File: src/rtl/dis_pkg.sv
package dis_pkg;
  localparam int NKIND = 4;

  localparam int OFS_SUMMARY = 'h000;
  localparam int OFS_PRIO    = 'h688;
  localparam int OFS_BUSY    = 'h690;

  // kind order: 0 chain done, 1 node done, 2 error A, 3 error B
  function automatic int enabled_ofs(input int kind);
    return 'h004 + 4 * kind;
  endfunction

  function automatic int mask_ofs(input int kind);
    return 'h018 + 4 * kind;
  endfunction

  function automatic int clear_ofs(input int kind);
    return 'h600 + 8 * kind;
  endfunction

  // next raw value: clear written ones, then let new events win
  function automatic logic [31:0] raw_next(input logic [31:0] cur,
                                           input logic [31:0] clr,
                                           input logic [31:0] ev);
    return (cur & ~clr) | ev;
  endfunction
endpackage

File: src/rtl/dis_event_kind.sv
module dis_event_kind #(
  parameter int NCH = 16
) (
  input  logic           clk,
  input  logic           rst_n,
  input  logic [NCH-1:0] ev_i,
  input  logic           mask_we_i,
  input  logic           clr_we_i,
  input  logic [NCH-1:0] wbits_i,
  output logic [NCH-1:0] raw_o,
  output logic [NCH-1:0] mask_o,
  output logic [NCH-1:0] enabled_o
);
  logic [NCH-1:0] raw_q;
  logic [NCH-1:0] mask_q;
  logic [NCH-1:0] clr_mask;
  logic [31:0]    raw_wide;

  assign clr_mask = clr_we_i ? wbits_i : '0;
  assign raw_wide = dis_pkg::raw_next(32'(raw_q), 32'(clr_mask), 32'(ev_i));

  always_ff @(posedge clk or negedge rst_n) begin
    if (!rst_n) begin
      raw_q  <= '0;
      mask_q <= '0;
    end else begin
      raw_q <= raw_wide[NCH-1:0];
      if (mask_we_i) mask_q <= wbits_i;
    end
  end

  assign raw_o     = raw_q;
  assign mask_o    = mask_q;
  assign enabled_o = raw_q & mask_q;

  // a set raw bit that was not cleared is still set
  a_r1_raw_sticky: assert property (@(posedge clk) disable iff (!rst_n)
    1'b1 |=> ((($past(raw_q) & ~$past(clr_mask)) & ~raw_q) == '0));

  // every pulsed bit is set afterwards, even under a clear
  a_r5_event_wins: assert property (@(posedge clk) disable iff (!rst_n)
    (ev_i != '0) |=> ((raw_q & $past(ev_i)) == $past(ev_i)));

  // cleared bits without a new event go to zero
  a_r4_clear_takes: assert property (@(posedge clk) disable iff (!rst_n)
    clr_we_i |=> ((raw_q & $past(clr_mask) & ~$past(ev_i)) == '0));

  // the mask moves only on its own write
  a_r3_mask_hold: assert property (@(posedge clk) disable iff (!rst_n)
    !mask_we_i |=> $stable(mask_q));
endmodule

File: src/rtl/dis_reg_decode.sv
module dis_reg_decode #(
  parameter int NCH    = 16,
  parameter int ADDR_W = 12,
  parameter int DATA_W = 32,
  localparam int NK    = dis_pkg::NKIND
) (
  input  logic                  clk,
  input  logic                  rst_n,
  input  logic                  we_i,
  input  logic [ADDR_W-1:0]     addr_i,
  input  logic [NK-1:0][NCH-1:0] raw_i,
  input  logic [NK-1:0][NCH-1:0] mask_i,
  input  logic [NK-1:0][NCH-1:0] enabled_i,
  input  logic [NCH-1:0]        summary_i,
  input  logic [DATA_W-1:0]     prio_i,
  input  logic [NCH-1:0]        busy_i,
  output logic [NK-1:0]         mask_we_o,
  output logic [NK-1:0]         clr_we_o,
  output logic                  prio_we_o,
  output logic [DATA_W-1:0]     rdata_o
);
  function automatic logic at(input logic [ADDR_W-1:0] a, input int ofs);
    return a == ADDR_W'(ofs);
  endfunction

  always_comb begin
    for (int k = 0; k < NK; k++) begin
      mask_we_o[k] = we_i && at(addr_i, dis_pkg::mask_ofs(k));
      clr_we_o[k]  = we_i && at(addr_i, dis_pkg::clear_ofs(k));
    end
    prio_we_o = we_i && at(addr_i, dis_pkg::OFS_PRIO);
  end

  always_comb begin
    rdata_o = '0;
    if (at(addr_i, dis_pkg::OFS_SUMMARY)) rdata_o[NCH-1:0] = summary_i;
    if (at(addr_i, dis_pkg::OFS_PRIO))    rdata_o = prio_i;
    if (at(addr_i, dis_pkg::OFS_BUSY))    rdata_o[NCH-1:0] = busy_i;
    for (int k = 0; k < NK; k++) begin
      if (at(addr_i, dis_pkg::enabled_ofs(k))) rdata_o[NCH-1:0] = enabled_i[k];
      if (at(addr_i, dis_pkg::mask_ofs(k)))    rdata_o[NCH-1:0] = mask_i[k];
      if (at(addr_i, dis_pkg::clear_ofs(k)))   rdata_o[NCH-1:0] = raw_i[k];
    end
  end

  // a single write never reaches more than one register
  a_r9_one_strobe: assert property (@(posedge clk) disable iff (!rst_n)
    $onehot0({mask_we_o, clr_we_o, prio_we_o}));
endmodule

File: src/rtl/dma_irq_status.sv
module dma_irq_status #(
  parameter int NCH    = 16,
  parameter int ADDR_W = 12,
  parameter int DATA_W = 32
) (
  input  logic              clk,
  input  logic              rst_n,
  input  logic [NCH-1:0]    ev_chain_i,
  input  logic [NCH-1:0]    ev_node_i,
  input  logic [NCH-1:0]    ev_err_a_i,
  input  logic [NCH-1:0]    ev_err_b_i,
  input  logic [NCH-1:0]    ch_busy_i,
  input  logic              reg_we_i,
  input  logic [ADDR_W-1:0] reg_addr_i,
  input  logic [DATA_W-1:0] reg_wdata_i,
  output logic [DATA_W-1:0] reg_rdata_o,
  output logic              irq_o
);
  localparam int NK = dis_pkg::NKIND;

  logic [NK-1:0][NCH-1:0] ev_all;
  logic [NK-1:0][NCH-1:0] raw_all;
  logic [NK-1:0][NCH-1:0] mask_all;
  logic [NK-1:0][NCH-1:0] enabled_all;
  logic [NK-1:0]          mask_we;
  logic [NK-1:0]          clr_we;
  logic                   prio_we;
  logic [NCH-1:0]         summary;
  logic [NCH-1:0]         any_mask;
  logic [DATA_W-1:0]      prio_q;
  logic                   irq_q;

  assign ev_all = {ev_err_b_i, ev_err_a_i, ev_node_i, ev_chain_i};

  for (genvar k = 0; k < NK; k++) begin : g_kind
    dis_event_kind #(.NCH(NCH)) u_kind (
      .clk       (clk),
      .rst_n     (rst_n),
      .ev_i      (ev_all[k]),
      .mask_we_i (mask_we[k]),
      .clr_we_i  (clr_we[k]),
      .wbits_i   (reg_wdata_i[NCH-1:0]),
      .raw_o     (raw_all[k]),
      .mask_o    (mask_all[k]),
      .enabled_o (enabled_all[k])
    );
  end

  always_comb begin
    summary  = '0;
    any_mask = '0;
    for (int k = 0; k < NK; k++) begin
      summary  = summary | enabled_all[k];
      any_mask = any_mask | mask_all[k];
    end
  end

  dis_reg_decode #(.NCH(NCH), .ADDR_W(ADDR_W), .DATA_W(DATA_W)) u_dec (
    .clk       (clk),
    .rst_n     (rst_n),
    .we_i      (reg_we_i),
    .addr_i    (reg_addr_i),
    .raw_i     (raw_all),
    .mask_i    (mask_all),
    .enabled_i (enabled_all),
    .summary_i (summary),
    .prio_i    (prio_q),
    .busy_i    (ch_busy_i),
    .mask_we_o (mask_we),
    .clr_we_o  (clr_we),
    .prio_we_o (prio_we),
    .rdata_o   (reg_rdata_o)
  );

  always_ff @(posedge clk or negedge rst_n) begin
    if (!rst_n) begin
      prio_q <= '0;
      irq_q  <= 1'b0;
    end else begin
      if (prio_we) prio_q <= reg_wdata_i;
      irq_q <= |summary;
    end
  end

  assign irq_o = irq_q;

  // the line rises only after a pending summary
  a_r7_irq_cause: assert property (@(posedge clk) disable iff (!rst_n)
    $rose(irq_o) |-> $past(summary != '0));

  // a summary bit needs an open mask on that channel
  a_r6_summary_masked: assert property (@(posedge clk) disable iff (!rst_n)
    (summary & ~any_mask) == '0);

  // priority changes only on its own write
  a_r8_prio_hold: assert property (@(posedge clk) disable iff (!rst_n)
    !prio_we |=> $stable(prio_q));
endmodule

File: config.mk
export PLATFORM = sky130hd
export DESIGN_NAME = dma_irq_status
export DESIGN_NICKNAME = d
export VERILOG_FILES = /design/src/rtl/dis_pkg.sv /design/src/rtl/dis_event_kind.sv /design/src/rtl/dis_reg_decode.sv /design/src/rtl/dma_irq_status.sv
export SDC_FILE = /design/constraint.sdc
export NUM_CORES = 1
export LEC_CHECK = 0
export BUFFER_PORTS_ARGS = -buffer_cell sky130_fd_sc_hd__buf_2
export CORE_ASPECT_RATIO = 1.75
export CORE_MARGIN = 8
export CORE_UTILIZATION = 40
export CTS_BUF_LIST = sky130_fd_sc_hd__clkbuf_16
export CTS_CLUSTER_SIZE = 16
export DETAILED_ROUTE_END_ITERATION = 6
export GPL_TIMING_DRIVEN = 0
export PLACE_DENSITY = 0.73
export SYNTH_ARGS = -nofsm -noshare
export SYNTH_HDL_FRONTEND = slang
export SYNTH_SLANG_ARGS = --single-unit
export TNS_END_PERCENT = 20
File: constraint.sdc
create_clock -name clk -period 3.05 [get_ports clk]
set_clock_uncertainty 0.1 [all_clocks]
set_input_delay 0.61 -clock clk [delete_from_list [all_inputs] [get_ports clk]]
set_output_delay 0.61 -clock clk [all_outputs]
set_load 0.01 [all_outputs]
==> flow_metrics.py, run 1 <==
metrics = {
    "worst_hold_path": {
        "hold_class": "input port to asynchronous set/reset pin",
    },
    "worst_setup_path": {
        "timing.critical_path.arrival_ns": 2.77,
        "timing.rr.end": "irq_o$_DFF_PN0_",
        "rrSetupSlack_ns": 1.17,
        "path_class": "input port to primary output",
        "cp_capture_type": "primary output",
        "worstPathMaxFanout": 10,
        "timing.reg2reg.worst_path_depth": 4,
        "timing.critical_path.required_ns": 2.34,
        "rr_startpoint": "g_kind[3].u_kind.raw_o[10]$_DFF_PN0_",
        "cp-start-kind": "input port",
    },
    "sta": {
        "final-setup-viol-count": 16,
        "worst_slack_ns": -0.4331,
        "finalHoldViolations": 0,
        "worst_slew_margin_rel": 0.4091,
        "maximum_frequency_from_static_timing_analysis_mhz": 287.1,
        "worstMarginPinSlew_ns": 0.8864,
        "finalCriticalPeriod_ns": 3.483,
        "rsz0062_at_grt": "true",
        "setup-tns-final_ns": -5.890,
        "worst_hold_slack_ns": 0.03368,
        "maxSlewViolCount": 0,
        "finalCritPeriodShare": 1.142,
    },
    "clock_network": {
        "clock_insertion_delay_worst_skew_ns": 0.45,
        "tritoncts_num_sinks": 161,
        "ctsRootBufferMaster": "clkbuf_16",
        "cts_made_buffers": 17,
        "cts_max_path_bufs": 2,
        "cts.reportedPaths.clkPinSlew_ns": 0.06,
        "cts_max_level": 4,
        "tritoncts": "yes",
    },
    "pwr": {
        "power_switching_uw": 1081,
        "sequentialPowerShare": 0.484,
        "power_uw": 4444,
        "cellInternalPower_uw": 3363,
        "cellPowerDensity_nw_per_um2": 395.7,
        "power_leakage_uw": 0.004854,
        "power.combinational.fraction": 0.062,
        "ir_drop_uv": 366.1,
        "swShare": 0.2432,
        "clock_power_share": 0.454,
    },
    "logic_synthesis": {
        "postSynthRegisterBits": 161,
        "yosys_most_used_dff": "dfrtp_1",
        "synth_edf_count": 0,
        "total_of_warnings_raised_by_yosys": 0,
        "synth-async-reset-ratio": 1.000,
        "yosysSeqAreaShare": 0.4496,
        "synthesis.area_um2": 8961,
        "netlist_instances": 909,
        "syn_nets": 1036,
        "post_synth_num_cell_types": 52,
        "synthesized_area_per_cell_um2": 9.858,
    },
    "place": {
        "gp_routability_congestion": 0.9766,
        "dp_hpwl_um": 23550,
        "placement.io_buffers": 140,
    },
    "drt": {
        "wl_um": 33330,
        "vias_per_cell": 6.050,
        "via_count": 8494,
        "detail_route.iter0.violations": 946,
        "drt_pre_antenna_iters": 5,
        "wire_per_inst_um": 23.74,
        "final_antenna_net_count": 0,
        "drc_errors": 0,
    },
    "grt": {
        "grt_use_met1": 0.2520,
        "grt.overflow.total": 0,
        "grt_use_met2": 0.4147,
        "grt_start_max_net_pins": 86,
        "globalRoute.busiestLayer": "met2",
        "number_of_antenna_violations_at_the_first_check_in_global_routing": 3,
        "grtUsageTotal": 0.2411,
        "first_global_vias": 8682,
        "globalRouteMet3Util": 0.05702,
        "grt_first_pass_wirelength_um": 49860,
    },
    "die": {
        "io_pins": 160,
        "fp.dieW_um": 129.1,
        "start_util": 0.4060,
        "die_outline_area_um2": 27640,
        "area_of_the_placeable_core_um2": 22070,
        "row_count": 72,
        "dieHeight_um": 214,
    },
    "layout": {
        "drive_gt1_frac": 0.3659,
        "layout.cells.most_common_list": "161 x dfrtp_1, 144 x buf_2, 130 x nand2_1",
        "fillers": 2007,
        "final_net_count": 1221,
        "flow.area_growth_from_synthesis_pct": 25.31,
        "layout_commonest_cell": "dfrtp_1",
    },
    "run": {
        "max-cap-violations": 0,
    },
    "outcome": {
        "failed_checks": "negative setup slack",
        "outcome": "finished with violations",
    },
}
-- flip-flops by register name (all words and copies together) (netlist names) --
register / count
irq_o: 1
g_kind.u_kind.mask_o: 64
prio_q: 32
g_kind.u_kind.raw_o: 64
-- cell type report --
type | instances | area (um^2) | share of cell area
Sequential cell | 161 | 4029 | 0.3588
Antenna cell | 1 | 2.502 | 0.0002228
Timing Repair Buffer | 170 | 1016 | 0.09047
Tap cell | 296 | 370.4 | 0.03298
Clock inverter | 15 | 121.4 | 0.01081
Clock buffer | 17 | 425.4 | 0.03788
Buffer | 59 | 399.1 | 0.03554
Multi-Input combinational cell | 668 | 4802 | 0.4276
Inverter | 17 | 63.81 | 0.005682
-- cell families (layout without fill, tap and decap cells) --
logic type,count (synthesis),count (layout),synth area share
flops,161,161,0.4496
compound gates,284,284,0.2231
other cells,0,1,0
buf+inv,80,278,0.04356
simple gates,286,286,0.1611
xor+xnor,2,2,0.001955
mux,96,96,0.1206
-- worst max path at each step --
stage | from | end | slack, ns | cells after the start
after global placement | rst_n | g_kind[2].u_kind.raw_o[1]$_DFF_PN0_ | -1.21 | 1
after global routing | reg_addr_i[11] | reg_rdata_o[9] | -0.51 | 10
final | reg_addr_i[11] | reg_rdata_o[9] | -0.43 | 10
after detailed placement | reg_addr_i[8] | reg_rdata_o[5] | -1.16 | 9
after CTS | reg_addr_i[10] | reg_rdata_o[5] | -0.42 | 10
after floorplan | reg_addr_i[4] | reg_rdata_o[14] | -0.03 | 9
-- per-layer routing --
metal	share of wire	vias to the layer above
li1	-	3712
met1	0.35	4133
met2	0.52	494
met3	0.077	151
met4	0.059	4
met5	0.00069	-
-- through the flow --
| step | worst slack (ns) | std cells | util | instance area (um^2) |
|---|---|---|---|---|
| after floorplan | -0.03017 | 909 | - | 9036 |
| after global placement | -1.214 | 1345 | 0.4579 | 10110 |
| after detailed placement | -1.159 | 1346 | 0.4596 | 10140 |
| after CTS | -0.4205 | 1394 | 0.5012 | 11060 |
| after global routing | -0.5082 | 1404 | 0.5088 | 11230 |
| final | -0.4331 | 1404 | 0.5088 | 11230 |
-- synthesized netlist by cell type (2+ instances only) --
cell type / count / share of area
a211oi_1: 2 / 0.0017
a21o_1: 80 / 0.067
a21oi_1: 49 / 0.027
a22oi_1: 48 / 0.040
a31oi_1: 15 / 0.010
and2_1: 16 / 0.011
and3_1: 2 / 0.0014
buf_1: 9 / 0.0038
buf_2: 17 / 0.0095
buf_4: 14 / 0.012
buf_6: 2 / 0.0025
clkbuf_1: 20 / 0.0084
dfrtp_1: 161 / 0.45
inv_1: 17 / 0.0071
mux2_1: 2 / 0.0025
mux2_2: 94 / 0.12
nand2_1: 132 / 0.055
nand2_2: 3 / 0.0021
nand3_1: 28 / 0.016
nand4_1: 2 / 0.0014
nor2_1: 50 / 0.021
nor2b_1: 3 / 0.0021
nor3_1: 3 / 0.0017
nor3_2: 4 / 0.0045
nor3_4: 2 / 0.0036
nor3b_1: 15 / 0.013
nor4_1: 6 / 0.0042
nor4_4: 2 / 0.0047
nor4b_1: 2 / 0.0020
o211ai_1: 15 / 0.013
o21ai_0: 21 / 0.012
o21ai_1: 14 / 0.0078
o221ai_1: 25 / 0.024
o221ai_2: 7 / 0.012
o2bb2ai_1: 5 / 0.0049
or4_1: 3 / 0.0025
or4b_1: 3 / 0.0034
xor2_1: 2 / 0.0020
-- power groups by stage --
| stage | Clock [uW] | Combinational, uW | Sequential [uW] |
|---|---|---|---|
| after global placement | 0 | 244 | 2190 |
| after detailed placement | 0 | 252 | 2190 |
| after CTS | 2040 | 268 | 2150 |
| after global routing | 2130 | 300 | 2150 |
| final | 2020 | 277 | 2150 |
| after floorplan | 0 | 85.7 | 2190 |
-- critical path: stages --
cell and delay, ns:
buf_2 0.12, nor4bb_4 0.38, clkbuf_4 0.31, nand4_1 0.24, clkbuf_2 0.36, nor2_1 0.16, o21ai_0 0.09, a31oi_1 0.24
o21ai_2 0.10, buf_2 0.14
-- repair_timing --
| action | 4_1_cts | 5_1_grt |
|---|---|---|
| cloned | 1 | 1 |
| endpoints found under the setup margin | 62 | 46 |
| pin swaps | 26 | 17 |
| hold buffers | 0 | 0 |
| gates resized for setup | 69 | 40 |
| buffers inserted | 16 | 11 |
(Power assumes the default switching activity.)
==> run 2: changes to the inputs <==
Settings changed: RECOVER_POWER from default to 25, SLEW_MARGIN from default to 20.
==> flow_metrics.py, run 2 (synthesis results as in run 1) <==
metrics = {
    "grt": {
        "grtUsageTotal": 0.2411,
        "grt.overflow.total": 0,
        "number_of_antenna_violations_at_the_first_check_in_global_routing": 3,
        "grt_start_max_net_pins": 86,
        "grt_first_pass_wirelength_um": 49860,
        "first_global_vias": 8682,
    },
    "clock_network": {
        "cts.reportedPaths.clkPinSlew_ns": 0.06,
        "ctsRootBufferMaster": "clkbuf_16",
        "cts_max_level": 4,
        "clock_insertion_delay_worst_skew_ns": 0.45,
        "cts_max_path_bufs": 2,
        "cts_made_buffers": 17,
        "hold_buffers": 0,
        "tritoncts": "yes",
        "tritoncts_num_sinks": 161,
    },
    "worst_hold_path": {
        "hold_class": "input port to flop",
    },
    "sta": {
        "finalCritPeriodShare": 1.152,
        "maxSlewViolCount": 78,
        "worst_slack_ns": -0.4643,
        "finalCriticalPeriod_ns": 3.514,
        "worst_slew_margin_rel": -0.3192,
        "finalHoldViolations": 0,
        "maximum_frequency_from_static_timing_analysis_mhz": 284.6,
        "setup-tns-final_ns": -5.974,
        "rsz0062_at_grt": "true",
        "worstMarginPinSlew_ns": 1.979,
        "final-setup-viol-count": 16,
    },
    "die": {
        "row_count": 72,
        "dieHeight_um": 214,
        "start_util": 0.4060,
        "area_of_the_placeable_core_um2": 22070,
        "die_outline_area_um2": 27640,
        "io_pins": 160,
        "fp.dieW_um": 129.1,
    },
    "layout": {
        "flow.area_growth_from_synthesis_pct": 25.02,
        "final_net_count": 1221,
        "drive_gt1_frac": 0.3659,
        "layout_commonest_cell": "dfrtp_1",
        "layout.cells.most_common_list": "161 x dfrtp_1, 144 x buf_2, 130 x nand2_1",
        "stdcell_area_um2": 11200,
    },
    "pwr": {
        "ir_drop_uv": 364.6,
        "cellPowerDensity_nw_per_um2": 395.9,
        "power_leakage_uw": 0.004844,
        "power_uw": 4436,
    },
    "place": {
        "dp_worst_setup_slack_ns": -1.159,
        "dp_hpwl_um": 23550,
        "dpl-instance-area_um2": 10140,
        "gp_routability_congestion": 0.9766,
        "placement.io_buffers": 140,
    },
    "worst_setup_path": {
        "worstPathMaxFanout": 10,
        "cp-start-kind": "input port",
        "timing.critical_path.arrival_ns": 2.80,
        "cp_capture_type": "primary output",
        "path_class": "input port to primary output",
        "timing.critical_path.required_ns": 2.34,
    },
    "drt": {
        "final_antenna_net_count": 0,
        "wl_um": 33300,
        "drt_pre_antenna_iters": 5,
        "drc_errors": 0,
        "detail_route.iter0.violations": 946,
        "wire_per_inst_um": 23.72,
        "vias_per_cell": 6.087,
        "via_count": 8546,
    },
    "run": {
        "max-cap-violations": 1,
    },
    "outcome": {
        "failed_checks": "max-capacitance violations, max-slew violations, negative setup slack",
        "outcome": "finished with violations",
    },
}
[run 2: cell types whose count changed in the layout (fill, tap and decap cells not counted)]
cell,change
buf_16,-1
buf_6,+1
buf_8,-1
clkbuf_2,+1
[run 2: area by class of cell]
cell class                 instances  area (um^2)
buffer                            59        399.1
inverter                          17        63.81
tap                              296        370.4
multi-input combinational        668         4802
antenna                            1        2.502
clock buffer                      17        425.4
timing repair buffer             170        989.7
sequential                       161         4029
fill                            2009        10870
clock inverter                    15        121.4
[run 2: path summary, 6_finish.rpt]
kind	startpoint	endpoint	slack [ns]	depth (start not counted)
max	reg_addr_i[11]	reg_rdata_o[9]	-0.46	10
min	ev_chain_i[8]	g_kind[0].u_kind.raw_o[8]$_DFF_PN0_	0.24	2
max reg2reg	g_kind[3].u_kind.raw_o[10]$_DFF_PN0_	irq_o$_DFF_PN0_	1.18	4
min reg2reg	prio_q[27]$_DFFE_PN0P_	prio_q[27]$_DFFE_PN0P_	0.40	1
max in group asynchronous	rst_n	g_kind[2].u_kind.raw_o[1]$_DFF_PN0_	0.61	2
min in group asynchronous	rst_n	g_kind[2].u_kind.raw_o[11]$_DFF_PN0_	0.60	1
[run 2: metrics by stage]
stage               instances  utilization  hold slack [ns]
finish                   1404       0.5076           0.2378
floorplan                 909            -           0.2144
detailed placement       1346       0.4596           0.3847
CTS                      1394       0.5012          0.05516
global route             1404       0.5076           0.2278
global placement         1345       0.4579           0.3785
[run 2: per-layer routing]
layer,track usage,part of all wire,vias up
met4,0.1623,0.059,4
met3,0.05702,0.077,150
met2,0.4147,0.52,514
met5,0,0.00069,-
met1,0.2520,0.35,4160
li1,-,-,3718
[run 2: critical path, stage by stage]
cell,delay [ns]
buf_2,0.12
nor4bb_4,0.38
clkbuf_4,0.31
nand4_1,0.24
clkbuf_2,0.36
nor2_1,0.16
o21ai_0,0.10
a31oi_1,0.25
o21ai_2,0.10
buf_2,0.14
[run 2: where the power goes]
group | switching [uW] | total [uW] | internal (uW)
combinational | 169 | 272 | 103
clock | 902 | 2010 | 1110
sequential | 4.65 | 2150 | 2140
total | 1080 | 4440 | 3360
[run 2: repair_timing]
item / CTS / global route
pin swaps: 26 / 17
setup endpoints to repair: 62 / 46
setup buffers: 16 / 11
resized for setup: 69 / 40
cloned: 1 / 1
endpoints found under the hold margin: 0 / 0
